`src/rtl/mdio_pkg.sv`:
```
package mdio_pkg;

    localparam int PRE_BITS   = 32;
    localparam int FRAME_BITS = 32;
    localparam int TA_POS     = 14;   // index of first turnaround bit in the frame word
    localparam int DATA_W     = 16;

    typedef enum logic [1:0] {
        REG_CFG  = 2'd0,
        REG_CMD  = 2'd1,
        REG_WDAT = 2'd2,
        REG_RDAT = 2'd3
    } reg_sel_e;

    typedef struct packed {
        logic       ok;    // opcode defined for this mode
        logic       rd;    // frame receives data
        logic [1:0] wop;   // opcode sent on the wire
    } op_dec_t;

    typedef struct packed {
        logic                  rd;
        logic                  pre;
        logic [FRAME_BITS-1:0] word;
    } frame_t;

    function automatic op_dec_t decode_op(input logic ext, input logic [1:0] op);
        op_dec_t d;
        d = '0;
        if (ext) begin
            case (op)
                2'd0:    d = '{ok: 1'b1, rd: 1'b0, wop: 2'b00};
                2'd1:    d = '{ok: 1'b1, rd: 1'b0, wop: 2'b01};
                2'd3:    d = '{ok: 1'b1, rd: 1'b1, wop: 2'b11};
                default: d = '0;
            endcase
        end else begin
            case (op)
                2'd0:    d = '{ok: 1'b1, rd: 1'b0, wop: 2'b01};
                2'd1:    d = '{ok: 1'b1, rd: 1'b1, wop: 2'b10};
                default: d = '0;
            endcase
        end
        return d;
    endfunction

    function automatic logic [FRAME_BITS-1:0] build_word(
        input logic              ext,
        input op_dec_t           d,
        input logic [4:0]        phy,
        input logic [4:0]        ra,
        input logic [DATA_W-1:0] data
    );
        logic [1:0] st;
        logic [1:0] ta;
        st = ext ? 2'b00 : 2'b01;
        ta = d.rd ? 2'b11 : 2'b10;
        return {st, d.wop, phy, ra, ta, (d.rd ? {DATA_W{1'b0}} : data)};
    endfunction

endpackage

```
`src/rtl/mdio_clkdiv.sv`:
```
module mdio_clkdiv #(
    parameter int CLK_HALF = 2
) (
    input  logic clk,
    input  logic rst,
    input  logic run,
    output logic mdc,
    output logic sample_pt,
    output logic bit_end
);
    localparam int PERIOD = 2 * CLK_HALF;
    localparam int CW     = (PERIOD > 2) ? $clog2(PERIOD) : 1;

    logic [CW-1:0] cnt;

    always_ff @(posedge clk) begin
        if (rst || !run)
            cnt <= '0;
        else if (cnt == CW'(PERIOD - 1))
            cnt <= '0;
        else
            cnt <= cnt + 1'b1;
    end

    assign mdc       = run && (cnt >= CW'(CLK_HALF));
    assign sample_pt = run && (cnt == CW'(CLK_HALF));
    assign bit_end   = run && (cnt == CW'(PERIOD - 1));

endmodule

```
`src/rtl/mdio_serdes.sv`:
```
module mdio_serdes
    import mdio_pkg::*;
(
    input  logic              clk,
    input  logic              rst,
    input  logic              launch,
    input  frame_t            frame_in,
    input  logic              sample_pt,
    input  logic              bit_end,
    input  logic              mdio_in,
    output logic              busy,
    output logic              rd_mode,
    output logic              mdio_out,
    output logic              mdio_oe,
    output logic              done,
    output logic              ta_ok,
    output logic [DATA_W-1:0] rx_data,
    output logic [FRAME_BITS-1:0] word_q
);
    localparam int PW = $clog2(PRE_BITS + FRAME_BITS);

    frame_t        cur;
    logic [PW-1:0] pos;
    logic [PW-1:0] fidx;
    logic          in_pre;
    logic          last;
    logic          released;

    always_comb begin
        in_pre   = cur.pre && (pos < PW'(PRE_BITS));
        fidx     = cur.pre ? (pos - PW'(PRE_BITS)) : pos;
        last     = (pos == (cur.pre ? PW'(PRE_BITS + FRAME_BITS - 1) : PW'(FRAME_BITS - 1)));
        released = cur.rd && !in_pre && (fidx >= PW'(TA_POS));
        mdio_out = busy && (in_pre || cur.word[5'd31 - fidx[4:0]]);
        mdio_oe  = busy && !released;
        done     = busy && bit_end && last;
    end

    always_ff @(posedge clk) begin
        if (rst) begin
            busy    <= 1'b0;
            cur     <= '0;
            pos     <= '0;
            ta_ok   <= 1'b0;
            rx_data <= '0;
        end else if (launch && !busy) begin
            busy    <= 1'b1;
            cur     <= frame_in;
            pos     <= '0;
            ta_ok   <= 1'b0;
            rx_data <= '0;
        end else if (busy) begin
            if (sample_pt && released) begin
                if (fidx == PW'(TA_POS + 1))
                    ta_ok <= !mdio_in;
                else if (fidx >= PW'(TA_POS + 2))
                    rx_data <= {rx_data[DATA_W-2:0], mdio_in};
            end
            if (bit_end) begin
                if (last)
                    busy <= 1'b0;
                else
                    pos <= pos + 1'b1;
            end
        end
    end

    assign rd_mode = cur.rd;
    assign word_q  = cur.word;

endmodule

```
`src/rtl/mdio_regs.sv`:
```
module mdio_regs
    import mdio_pkg::*;
(
    input  logic              clk,
    input  logic              rst,
    input  logic              wr_en,
    input  logic [1:0]        wr_addr,
    input  logic [31:0]       wr_data,
    input  logic [1:0]        rd_addr,
    input  logic              busy,
    input  logic              rd_mode,
    input  logic              done,
    input  logic              ta_ok,
    input  logic [DATA_W-1:0] rx_data,
    output logic              launch,
    output frame_t            frame_out,
    output logic              rd_valid,
    output logic [31:0]       rd_data
);
    logic              cfg_ext;
    logic              cfg_pre;
    logic [DATA_W-1:0] wdat;
    logic [DATA_W-1:0] rdat;
    op_dec_t           dec;
    logic              cmd_wr;
    logic              unused_bits;

    assign unused_bits = ^wr_data[31:21];

    always_comb begin
        dec       = decode_op(cfg_ext, wr_data[1:0]);
        cmd_wr    = wr_en && (reg_sel_e'(wr_addr) == REG_CMD);
        launch    = cmd_wr && !busy && dec.ok;
        frame_out = '{rd: dec.rd, pre: cfg_pre,
                      word: build_word(cfg_ext, dec, wr_data[12:8], wr_data[20:16], wdat)};
    end

    always_ff @(posedge clk) begin
        if (rst) begin
            cfg_ext  <= 1'b0;
            cfg_pre  <= 1'b0;
            wdat     <= '0;
            rdat     <= '0;
            rd_valid <= 1'b0;
        end else begin
            if (wr_en && reg_sel_e'(wr_addr) == REG_CFG) begin
                cfg_ext <= wr_data[0];
                cfg_pre <= wr_data[1];
            end
            if (wr_en && reg_sel_e'(wr_addr) == REG_WDAT)
                wdat <= wr_data[DATA_W-1:0];
            if (launch && dec.rd)
                rd_valid <= 1'b0;
            if (done && rd_mode) begin
                rd_valid <= ta_ok;
                rdat     <= rx_data;
            end
        end
    end

    always_comb begin
        case (reg_sel_e'(rd_addr))
            REG_CFG:  rd_data = {30'd0, cfg_pre, cfg_ext};
            REG_CMD:  rd_data = 32'd0;
            REG_WDAT: rd_data = {busy && !rd_mode, 15'd0, wdat};
            REG_RDAT: rd_data = {busy && rd_mode, rd_valid, 14'd0, rdat};
            default:  rd_data = 32'd0;
        endcase
    end

endmodule

```
`src/rtl/mdio_master.sv`:
```
module mdio_master
    import mdio_pkg::*;
#(
    parameter int CLK_HALF = 2
) (
    input  logic        clk,
    input  logic        rst,
    input  logic        wr_en,
    input  logic [1:0]  wr_addr,
    input  logic [31:0] wr_data,
    input  logic [1:0]  rd_addr,
    output logic [31:0] rd_data,
    output logic        mdc,
    output logic        mdio_out,
    output logic        mdio_oe,
    input  logic        mdio_in
);
    logic                  busy;
    logic                  rd_mode;
    logic                  launch;
    logic                  done;
    logic                  ta_ok;
    logic                  rd_valid;
    logic                  sample_pt;
    logic                  bit_end;
    logic [DATA_W-1:0]     rx_data;
    logic [FRAME_BITS-1:0] word_q;
    frame_t                next_frame;

    mdio_clkdiv #(.CLK_HALF(CLK_HALF)) u_div (
        .clk       (clk),
        .rst       (rst),
        .run       (busy),
        .mdc       (mdc),
        .sample_pt (sample_pt),
        .bit_end   (bit_end)
    );

    mdio_regs u_regs (
        .clk       (clk),
        .rst       (rst),
        .wr_en     (wr_en),
        .wr_addr   (wr_addr),
        .wr_data   (wr_data),
        .rd_addr   (rd_addr),
        .busy      (busy),
        .rd_mode   (rd_mode),
        .done      (done),
        .ta_ok     (ta_ok),
        .rx_data   (rx_data),
        .launch    (launch),
        .frame_out (next_frame),
        .rd_valid  (rd_valid),
        .rd_data   (rd_data)
    );

    mdio_serdes u_ser (
        .clk       (clk),
        .rst       (rst),
        .launch    (launch),
        .frame_in  (next_frame),
        .sample_pt (sample_pt),
        .bit_end   (bit_end),
        .mdio_in   (mdio_in),
        .busy      (busy),
        .rd_mode   (rd_mode),
        .mdio_out  (mdio_out),
        .mdio_oe   (mdio_oe),
        .done      (done),
        .ta_ok     (ta_ok),
        .rx_data   (rx_data),
        .word_q    (word_q)
    );

endmodule

```
`config.mk`:
```
export PLATFORM = sky130hd
export DESIGN_NAME = mdio_master
export DESIGN_NICKNAME = d
export VERILOG_FILES = /design/src/rtl/mdio_pkg.sv /design/src/rtl/mdio_clkdiv.sv /design/src/rtl/mdio_serdes.sv /design/src/rtl/mdio_regs.sv /design/src/rtl/mdio_master.sv
export SDC_FILE = /design/constraint.sdc
export NUM_CORES = 1
export LEC_CHECK = 0
export CELL_PAD_IN_SITES_DETAIL_PLACEMENT = 1
export CELL_PAD_IN_SITES_GLOBAL_PLACEMENT = 2
export CORE_MARGIN = 3
export CORE_UTILIZATION = 34
export DETAILED_ROUTE_END_ITERATION = 10
export DONT_BUFFER_PORTS = 1
export GPL_ROUTABILITY_DRIVEN = 0
export MAX_ROUTING_LAYER = met4
export PLACE_DENSITY = 0.82
export SYNTH_ARGS = -nofsm -noshare
export SYNTH_HDL_FRONTEND = slang
export SYNTH_HIERARCHICAL = 1
export SYNTH_SLANG_ARGS = --single-unit
```
`constraint.sdc`:
```
create_clock -name clk -period 2 [get_ports clk]
set_clock_uncertainty 0.1 [all_clocks]
set_input_delay 0.5 -clock clk [delete_from_list [all_inputs] [get_ports clk]]
set_output_delay 0.5 -clock clk [all_outputs]
set_load 0.02 [all_outputs]
```
## After elaboration in Yosys (flattened, before gate mapping)

Index checks and enable logic that the tools add are counted.

| operators by class | value |
|---|---|
| add/sub/neg operators | 4 |
| order comparisons | 5 |
| eq/ne operators | 11 |
| muxes and demuxes | 17 |
| bitwise operators | 2 |
| reduce and logical (&&, ||, !) cells | 37 |

Operators by type and width:

| cell | number |
|---|---|
| $pmux W32 S4 | 1 |
| $logic_and A1 B1 Y1 | 21 |
| $mux W16 | 1 |
| $eq A2 B2 Y1 const B | 6 |
| $mux W6 | 2 |
| $pmux W4 S3 | 1 |
| $mux W1 | 9 |
| $pmux W4 S2 | 1 |
| $add A6 B1 Y6 const B | 1 |
| $eq A2 B1 Y1 const B | 3 |
| $eq A6 B4 Y1 const B | 1 |
| $eq A6 B6 Y1 | 1 |
| $ge A6 B4 Y1 const B | 1 |
| $ge A6 B5 Y1 const B | 1 |
| $logic_not A2 Y1 | 3 |
| $lt A5 B6 Y1 const B | 1 |
| $lt A6 B6 Y1 const B | 1 |
| $reduce_and A3 Y1 | 2 |
| $sub A6 B6 Y6 const B | 1 |
| $bmux W1 S5 | 1 |
| $logic_not A1 Y1 | 5 |
| $sub A5 B5 Y5 const A | 1 |
| $mux W4 | 1 |
| $reduce_and A4 Y1 | 1 |
| other kinds (6) | 9 |

| storage, ports and cells | value |
|---|---|
| register bits after elaboration | 95 |
| input bits | 40 |
| output and inout port bits | 35 |
| word-level logic and storage cells | 89 |

## Longest topological paths before layout

Gate-level depths: netlist (run 1).

| logic depth | value |
|---|---|
| depth after elaboration | 7 |
| depth in mapped cells | 10 |
| gate-level depth less buffers | 8 |

## Modules after synthesis

The synthesis (run 1) kept the hierarchy.

Modules (own cells, without submodules):

| module | times used | cells each | area each (um^2) | sequential area each (um^2) |
|---|---|---|---|---|
| mdio_serdes | 1 | 313 | 2750.1 | 1161.1 |
| mdio_regs | 1 | 252 | 1960.6 | 700.7 |
| mdio_clkdiv | 1 | 10 | 107.6 | 40.0 |

## Least setup slack after synthesis (run 1)

No wires, ideal clock.

| path | value |
|---|---|
| kind | register -> output |
| start point | register u_ser.pos[0] |
| end point | output port mdio_out |
| arrival time | 1442 ps |
| required time | 1400 ps |
| path slack | -42 ps |
| stages on the path, launching flop included | 5 |
| buffers on the path | 0 |
| cells stage by stage | dfxtp_1 > mux4_1 > mux2i_1 > o211ai_1 > o2111a_1 |

| on the way | value |
|---|---|
| cells in the longest elaborated chain, start to end | 7 |
| elaborated cells on any way between the ends | 9 |
| classes of those cells | add/sub: 2; order compare: 1; mux: 3; reduce/logical: 3 |

RTL lines:

| item | line | text |
|---|---|---|
| from (decl) | mdio_serdes.sv:23 | `logic [PW-1:0] pos;` |
| from (signal assigned) | mdio_serdes.sv:63 | `pos <= pos + 1'b1;` |
| $sub A6 B6 Y6 | mdio_serdes.sv:31 | `fidx = cur.pre ? (pos - PW'(PRE_BITS)) : pos;` |
| $mux W6 | mdio_serdes.sv:31 |  |
| $sub A5 B5 Y5 | mdio_serdes.sv:34 | `mdio_out = busy && (in_pre \|\| cur.word[5'd31 - fidx[4:0]]);` |
| $bmux W1 S5 | mdio_serdes.sv:34 |  |
| $mux W1 (implied by the code) | mdio_serdes.sv:34 |  |
| $logic_or A1 B1 Y1 * | mdio_serdes.sv:34 |  |
| $logic_and A1 B1 Y1 * | mdio_serdes.sv:34 |  |
| to (decl) | mdio_master.sv:14 | `output logic mdio_out,` |

Mark *: on every way between the ends. The rest lies on a longest branch, timed or not. The select of a mux whose other input is x is not followed.

## Worst setup path in the final report (run 1)

Ends and elaborated chain as after synthesis.

==> summary.md, run 1 <==
| Metric | Value |
|---|---|
| Setup tns final | `-0.735 ns` |
| Critical path required time | `1.40 ns` |
| Initial DRT Pass Iterations | `4` |
| CP endpoint kind | `output port` |
| Mapped Area | `0.00458 mm2` |
| Static Leak | `1.72 nW` |
| Antenna Nets Post-Route | `0` |
| Startpoint Class | `flip-flop` |
| RSZ-0062 raised after global routing | `yes` |
| Worst-path clk slew | `0.07 ns` |
| IO Pins | `75` |
| Hold Path Class | `in2reg` |
| GRT Util Overall | `16.5%` |
| Yosys warnings | `6` |
| Fin. max-slew vios | `0` |
| Final HPWL DP | `8.12 mm` |
| Failing checks | `setup timing` |
| Total congestion overflow | `0` |
| Post-route design area | `0.00501 mm2` |
| Num CTS Buffers | `9` |
| Pwr/cell area | `757 mW/mm2` |
| Via count | `3485` |
| Starting Density | `35.6%` |
| Antenna fix cells | `0` |
| Post-Layout Cell Count | `706` |
| Status | `finished with violations` |
| Largest net degree at the start of global routing | `74` |
| Overall power | `3.80 mW` |
| Fin nets | `574` |
| Total Wirelength | `11.5 mm` |
| Post-route DRC | `0` |
| Clk_lat worst skew | `0.34 ns` |
| Fmax | `407 MHz` |
| Share of layout cells above drive strength 1 | `14.2%` |
| Max VDD drop | `0.341 mV` |
| Row count | `41` |
| Cts hold-fix bufs | `0` |
| Global-route wire length before repair | `18.7 mm` |
| CTS H-tree depth | `3` |
| Die area | `0.0149 mm2` |
| CTS tree | `yes` |
| Placed inst area | `0.00466 mm2` |
| Clock root buffer | `clkbuf_16` |
| Number of port buffers | `0` |
| Die height | `122 um` |
| Sinks on Clock Net | `95` |
| Max cap viols | `0` |
| Crit path DAT | `1.86 ns` |
| Final setup viols | `2` |
| Placed cell count | `690` |
| Area grow syn2layout | `9.51%` |
| Vias in the first global route | `3748` |
| Commonest cells after routing, fill and taps aside | `140 x nand2_1, 92 x dfxtp_1, 70 x a21oi_1, 38 x mux2i_1, 26 x nor2_1` |
| WHS Path Cells | `1` |
| Syn_area_per_cell | `8.43 um2` |
| WL per Instance | `16.3 um` |
| Number of fill cells | `1510` |
| Drt initial violations | `173` |
| Routed vias/inst | `4.94` |
| Worst R2R Path Depth | `9` |
| Setup CP Type | `reg2out` |
| Post-Syn Instances | `543` |
| Period Utilization, post-route | `123%` |
| Initial antenna violation count | `0` |
| WHS | `0.137 ns` |
| Max clock buf depth | `2` |
| Core Footprint | `0.0129 mm2` |
| Tmin final | `2.46 ns` |
| Commonest non-fill, non-tap cell in the layout | `nand2_1` |
| PnR worst setup slack | `-0.456 ns` |
| Critical-path maximum fanout | `3` |
| Final hold violations | `0` |
| Chip width | `122 um` |
==> critical path: stages, from the launching register on <==
cell      delay, ns
dfxtp_4        0.37
mux4_2         0.50
mux2i_2        0.18
o211ai_1       0.11
o2111a_2       0.35
==> per-layer routing <==
metal,vias to the layer above,track usage (%),share of wire [%]
li1,1721,-,-
met3,15,2.92,2.6
met5,-,-,0
met2,57,27.9,49
met1,1692,19.6,47
met4,0,6.16,1.7
==> layout make-up <==
type	instances	area [um2]	area share (%)
clock buffers	12	246	4.92
clock inverters	3	43.8	0.873
inverters	8	30.0	0.599
multi-input cells	390	2330	46.4
flip-flops and latches	95	1910	38.1
well taps	172	215	4.29
repair buffers	26	240	4.79
==> through the flow <==
| step | worst slack [ns] | util, % |
|---|---|---|
| 5_1_grt | -0.525 | 38.9 |
| 3_3_place_gp | -0.148 | 36.2 |
| 4_1_cts | -0.504 | 38.5 |
| 6_report | -0.456 | 38.9 |
| 3_5_place_dp | -0.179 | 36.2 |
| 2_1_floorplan | 0.000990 | - |
==> state kept, by name, summed over array words and instances, names as in the netlist <==
register	cells
u_ser/cur	1
u_ser/word_q	32
u_ser/busy	1
u_ser/pos	6
u_regs/rd_valid	1
u_div/cnt	2
u_ser/rd_mode	1
u_regs/cfg_ext	1
u_regs/wdat	16
u_regs/cfg_pre	1
u_ser/rx_data	16
u_regs/rdat	16
u_ser/ta_ok	1
==> worst paths after layout <==
| kind | from | end | slack, ns |
|---|---|---|---|
| worst min-delay path | rst | u_regs/cfg_ext | 0.14 |
| worst max-delay path | u_ser/pos[0] | mdio_out | -0.46 |
| worst min register to register | u_ser/rx_data[15] | u_regs/rdat[15] | 0.35 |
| worst max register to register | u_ser/pos[1] | u_regs/rdat[5] | 0.11 |
==> power breakdown <==
| part | total, mW | switching [mW] | internal, mW |
|---|---|---|---|
| clock network | 1.72 | 0.718 | 0.998 |
| registers | 1.93 | 0.0173 | 1.91 |
| logic | 0.154 | 0.0974 | 0.0566 |
| total | 3.80 | 0.833 | 2.96 |
==> repair_timing <==
action                     in CTS  in global routing
setup buffers                   0                  1
gates resized for setup         5                 10
setup endpoints to repair      19                 19
pin swaps                       1                  2
No activity file was read; power rests on OpenSTA's default activity.
==> inputs of run 2 (changes only) <==
--- a/config.mk
+++ b/config.mk
@@ -8,12 +8,12 @@
 export CELL_PAD_IN_SITES_DETAIL_PLACEMENT = 1
 export CELL_PAD_IN_SITES_GLOBAL_PLACEMENT = 2
 export CORE_MARGIN = 3
-export CORE_UTILIZATION = 34
+export CORE_UTILIZATION = 41
 export DETAILED_ROUTE_END_ITERATION = 10
 export DONT_BUFFER_PORTS = 1
 export GPL_ROUTABILITY_DRIVEN = 0
 export MAX_ROUTING_LAYER = met4
-export PLACE_DENSITY = 0.82
+export PLACE_DENSITY = 0.92
 export SYNTH_ARGS = -nofsm -noshare
 export SYNTH_HDL_FRONTEND = slang
 export SYNTH_HIERARCHICAL = 1
==> constraint.sdc (replaced) <==
create_clock -name clk -period 3.1 [get_ports clk]
set_clock_uncertainty 0.1 [all_clocks]
set_input_delay 0.775 -clock clk [delete_from_list [all_inputs] [get_ports clk]]
set_output_delay 0.775 -clock clk [all_outputs]
set_load 0.02 [all_outputs]
==> run 2 against run 1 <==
  * The flow now finishes without violations
  * Worst setup slack gained 0.63 ns
  * Global-route usage grew 2.0 points
  * Sequential power shrank 35%
  * First-iteration DRC count shrank 14%
  * Combinational power shrank 39%
  * Critical endpoint unchanged
  * Largest power group unchanged
  * Highest routed layer unchanged
==> summary.md, run 2 (same netlist as run 1, synthesis figures left out) <==
| Metric | Value |
|---|---|
| Setup slack, reg-to-reg | `0.84 ns` |
| Initial DRT Pass Iterations | `4` |
| Num CTS Buffers | `9` |
| Antenna Nets Post-Route | `0` |
| Total Wirelength | `11.0 mm` |
| CP delay by family, top | `multiplexers` |
| Period Utilization, post-route | `94.4%` |
| CTS H-tree depth | `3` |
| Max clock buf depth | `2` |
| Final HPWL DP | `7.62 mm` |
| CP endpoint kind | `output port` |
| Largest net degree at the start of global routing | `74` |
| Number of port buffers | `0` |
| Crit path DAT | `2.05 ns` |
| Commonest non-fill, non-tap cell in the layout | `nand2_1` |
| Final setup viols | `0` |
| Critical-path maximum fanout | `4` |
| Fin nets | `556` |
| IO Pins | `75` |
| Starting Density | `43.2%` |
| GRT Util Overall | `18.4%` |
| Die height | `112 um` |
| Hold Path Class | `in2reg` |
| WHS Path Cells | `1` |
| CTS tree | `yes` |
| Area grow syn2layout | `1.09%` |
| Max cap viols | `0` |
| WL per Instance | `16.8 um` |
| Max VDD drop | `0.344 mV` |
| Number of cells on the critical path | `4` |
| Total congestion overflow | `0` |
| Startpoint Class | `flip-flop` |
| Post-route DRC | `0` |
| Fin. max-slew vios | `0` |
| Max reg flops | `32` |
| Max transition margin | `50.1%` |
| Multi-input logic area | `0.00229 mm2` |
| RSZ-0062 raised after global routing | `no` |
| Hold path startpoint | `rst` |
| Initial antenna violation count | `0` |
| Tmin final | `2.93 ns` |
| Vias in the first global route | `3530` |
| Global-route wire length before repair | `18.0 mm` |
| Sinks on Clock Net | `95` |
| Reg-to-reg endpoint | `u_regs/rdat[8]` |
| Clk_lat worst skew | `0.38 ns` |
| Critical path required time | `2.22 ns` |
| Antenna fix cells | `0` |
| Final hold violations | `0` |
| Pwr/cell area | `452 mW/mm2` |
| Worst path cell trace | `mux4_1 > mux2i_1 > o211ai_1 > o2111a_1` |
| Share of layout cells above drive strength 1 | `9.28%` |
| Via count | `3437` |
| Cts hold-fix bufs | `0` |
| Status | `finished clean` |
| Worst R2R Path Depth | `9` |
| Static Leak | `1.57 nW` |
| Worst-margin pin slew | `0.748 ns` |
| Clock root buffer | `clkbuf_8` |
| Setup CP Type | `reg2out` |
| Commonest cells after routing, fill and taps aside | `141 x nand2_1, 94 x dfxtp_1, 70 x a21oi_1, 39 x mux2i_1, 27 x nor2_1` |
| Die area | `0.0125 mm2` |
| Hold EP | `u_regs/cfg_ext` |
| Setup tns final | `0 ns` |
| Overall power | `2.09 mW` |
| Routed vias/inst | `5.26` |
| Worst-path clk slew | `0.10 ns` |
| Drt initial violations | `148` |
| Max incr delay on CP | `0.59 ns` |
| CP max-delay cell | `mux4_1` |
| Number of fill cells | `1278` |
| Buf/Inv on CP | `0` |
| Row count | `37` |
| Fmax | `342 MHz` |
| R2R Path Start | `u_ser/pos[0]` |
| Core Footprint | `0.0106 mm2` |
| Chip width | `112 um` |
| Register area | `0.00190 mm2` |
-- run 2: cell types whose count changed in the layout (fill, tap and decap cells not counted), sizes merged --
cell,before,now
inv,8,10
buf,26,8
bufinv,1,0
clkbuf,12,10
clkinv,2,3
clkinvlp,0,1
-- run 2: cell type report --
class | instances | area share [%]
inverter | 8 | 0.649
multi-input combinational | 390 | 49.6
sequential | 95 | 41.1
tap | 136 | 3.68
clock inverter | 6 | 0.946
clock buffer | 10 | 2.76
timing repair buffer | 8 | 1.30
-- run 2: report_power, final --
part,internal (mW),leakage (nW),switching [mW]
sequential,1.23,0.767,0.0124
clock,0.296,0.0870,0.458
combinational,0.0327,0.713,0.0615
total,1.56,1.57,0.532
-- run 2: repair_timing --
action | 4_1_cts | 5_1_grt
resized for setup | 0 | 1
endpoints found under the setup margin | 0 | 1
setup buffers | 0 | 0
-- run 2: routing by layer --
metal  share of wire [%]  vias up  global-route usage (%)  routed length [um]
met2                  51       52                    31.3                5570
met1                  45     1682                    21.7                4970
met5                   0        -                       -                   0
met3                 3.2       13                    5.16                 346
met4                0.78        0                    4.14                  86
li1                    -     1690                       -                   -
-- run 2: worst max path at each step --
stage / slack, ns / from / end
after global placement: 0.50 / u_ser/pos[2] / mdio_out
final: 0.17 / u_ser/pos[0] / mdio_out
after detailed placement: 0.47 / u_ser/pos[2] / mdio_out
after CTS: 0.04 / u_ser/pos[2] / mdio_out
after floorplan: 0.71 / rd_addr[1] / rd_data[0]
after global routing: 0.09 / u_ser/pos[0] / mdio_out
-- run 2: stage by stage --
stage | cell area [um2] | util (%) | hold WS (ns) | std cells | setup WS [ns]
final | 4630 | 43.7 | 0.355 | 653 | 0.173
after global routing | 4630 | 43.7 | 0.327 | 653 | 0.0859
after CTS | 4630 | 43.6 | 0.332 | 653 | 0.0399
after detailed placement | 4460 | 42.0 | 0.343 | 637 | 0.474
after global placement | 4460 | 42.0 | 0.332 | 637 | 0.498
after floorplan | 4630 | - | 0.325 | 557 | 0.709
-- run 2: worst reg2reg max path: stages, from the launching register on --
cell and delay (ns):
dfxtp_1 0.44, buf_4 0.22, ha_1 0.23, and4_4 0.29, nand2_1 0.07, nor2_1 0.24
and2_1 0.17, buf_4 0.22, nand2_1 0.09, a21oi_1 0.14
==> inputs of run 3 (changes only) <==
--- a/config.mk
+++ b/config.mk
@@ -13,7 +13,7 @@
 export DONT_BUFFER_PORTS = 1
 export GPL_ROUTABILITY_DRIVEN = 0
 export MAX_ROUTING_LAYER = met4
-export PLACE_DENSITY = 0.92
+export PLACE_DENSITY = 0.95
 export SYNTH_ARGS = -nofsm -noshare
 export SYNTH_HDL_FRONTEND = slang
 export SYNTH_HIERARCHICAL = 1
==> run 3 against run 2 <==
  * Sequential share of layout area shrank 0.44 points
  * Die area is the same
  * Final cell count grew 0.15%
  * Global-route usage grew 0.061 points
  * Critical path depth is the same
  * Sequential cell count is the same
  * Non-clock buffer count grew 1
  * Hold slack gained 0.0048 ns
  * Largest power group unchanged
==> summary.md, run 3 (same netlist as run 1, synthesis figures left out) <==
| Metric | Value |
|---|---|
| Status | `finished clean` |
| Critical path required time | `2.22 ns` |
| Buf/Inv on CP | `0` |
| CP delay by family, top | `multiplexers` |
| Initial DRT Pass Iterations | `4` |
| Vias in the first global route | `3546` |
| Static Leak | `1.59 nW` |
| Share of layout cells above drive strength 1 | `9.65%` |
| Setup tns final | `0 ns` |
| Chip width | `112 um` |
| Initial antenna violation count | `0` |
| CTS H-tree depth | `3` |
| Setup CP Type | `reg2out` |
| Area grow syn2layout | `2.19%` |
| Max cap viols | `0` |
| Number of fill cells | `1277` |
| Pwr/cell area | `474 mW/mm2` |
| WL met3 | `347 um` |
| Startpoint Class | `flip-flop` |
| Clock root buffer | `clkbuf_8` |
| Dpl ws | `0.463 ns` |
| PnR worst setup slack | `0.201 ns` |
| Fin nets | `557` |
| Crit path DAT | `2.02 ns` |
| Num CTS Buffers | `9` |
| Critical-path maximum fanout | `3` |
| Fmax | `345 MHz` |
| CP startpoint | `u_ser/pos[0]` |
| Antenna Nets Post-Route | `0` |
| Worst path cell trace | `mux4_1 > mux2i_1 > o211ai_1 > o2111a_1` |
| Largest net degree at the start of global routing | `74` |
| CP endpoint kind | `output port` |
| Routed vias/inst | `5.18` |
| Max VDD drop | `0.272 mV` |
| Die height | `112 um` |
| Post-route DRC | `0` |
| Antenna fix cells | `0` |
| Period Utilization, post-route | `93.5%` |
| Sinks on Clock Net | `95` |
| RSZ-0062 raised after global routing | `no` |
| IO Pins | `75` |
| CTS tree | `yes` |
| Max transition margin | `51.3%` |
| Row count | `37` |
| Fin. max-slew vios | `0` |
| Die area | `0.0125 mm2` |
| Via count | `3385` |
| Total Wirelength | `11.0 mm` |
| Overall power | `2.22 mW` |
| Total congestion overflow | `0` |
| Hold Path Class | `reg2reg` |
| Cts hold-fix bufs | `0` |
| Commonest cells after routing, fill and taps aside | `141 x nand2_1, 94 x dfxtp_1, 70 x a21oi_1, 39 x mux2i_1, 27 x nor2_1` |
| Hold path startpoint | `u_ser/word_q[29]` |
| R2R Path Start | `u_ser/pos[0]` |
| DR WL met2 | `5.50 mm` |
| Max reg flops | `32` |
| Max clock buf depth | `2` |
| Number of port buffers | `0` |
| Final HPWL DP | `7.55 mm` |
| Drt initial violations | `134` |
| Final setup viols | `0` |
| Clk_lat worst skew | `0.37 ns` |
| GRT Util Overall | `18.5%` |
| Max incr delay on CP | `0.59 ns` |
| Core Footprint | `0.0106 mm2` |
| Worst-path clk slew | `0.10 ns` |
| Final hold violations | `0` |
| Starting Density | `43.2%` |
| WL per Instance | `16.8 um` |
| CP max-delay cell | `mux4_1` |
| Metal-1 WL | `4.97 mm` |
| Max Used Layer | `met4` |
| Tmin final | `2.90 ns` |
| Commonest non-fill, non-tap cell in the layout | `nand2_1` |
| Global-route wire length before repair | `18.1 mm` |
| Worst-margin pin slew | `0.731 ns` |
-- run 3: worst reg2reg max path, stage by stage, from the launching register on --
cell and delay [ns]:
dfxtp_1 0.40, buf_4 0.22, ha_1 0.23, and4_4 0.30, nand2_1 0.07, nor2_1 0.27, and2_1 0.18, buf_4 0.23
nand2_1 0.10, a21oi_1 0.14
-- run 3: final timing paths --
path | to | slack [ns] | cells after the start
worst max-delay path | mdio_out | 0.20 | 4
worst min-delay path | u_ser/word_q[29] | 0.36 | 2
worst max register to register | u_regs/rdat[8] | 0.80 | 9
worst min register to register | u_ser/word_q[29] | 0.36 | 2
-- run 3: report_power, final --
group	leakage [nW]	internal, mW	switching [mW]
clock	0.106	0.392	0.487
combinational	0.719	0.0332	0.0611
sequential	0.767	1.23	0.0130
-- run 3: repair_timing --
item                                    4_1_cts  5_1_grt
resized for setup                             0        1
buffers inserted                              0        0
endpoints found under the setup margin        0        1
hold endpoints to repair                      0        0
-- run 3: cell type report --
class	instances	area (um2)	area share, %
timing repair buffer	9	67.6	1.44
sequential	95	1900	40.7
tap	136	170	3.64
clock inverter	7	90.1	1.93
clock buffer	9	124	2.65
multi-input combinational	390	2290	49.0
inverter	8	30.0	0.642
-- run 3: metal layers --
metal	up-vias	GRT usage, %
li1	1691	-
met1	1623	21.9
met2	60	31.3
met3	11	4.24
met4	0	5.60
met5	-	-
-- run 3: through the flow --
step | instances | hold WS (ns) | util [%] | instance area (um2)
after floorplan | 557 | 0.325 | - | 4630
final | 654 | 0.359 | 44.1 | 4680
after global placement | 638 | 0.332 | 42.1 | 4460
after global routing | 654 | 0.328 | 44.1 | 4680
after CTS | 654 | 0.337 | 44.1 | 4680
after detailed placement | 638 | 0.344 | 42.1 | 4460
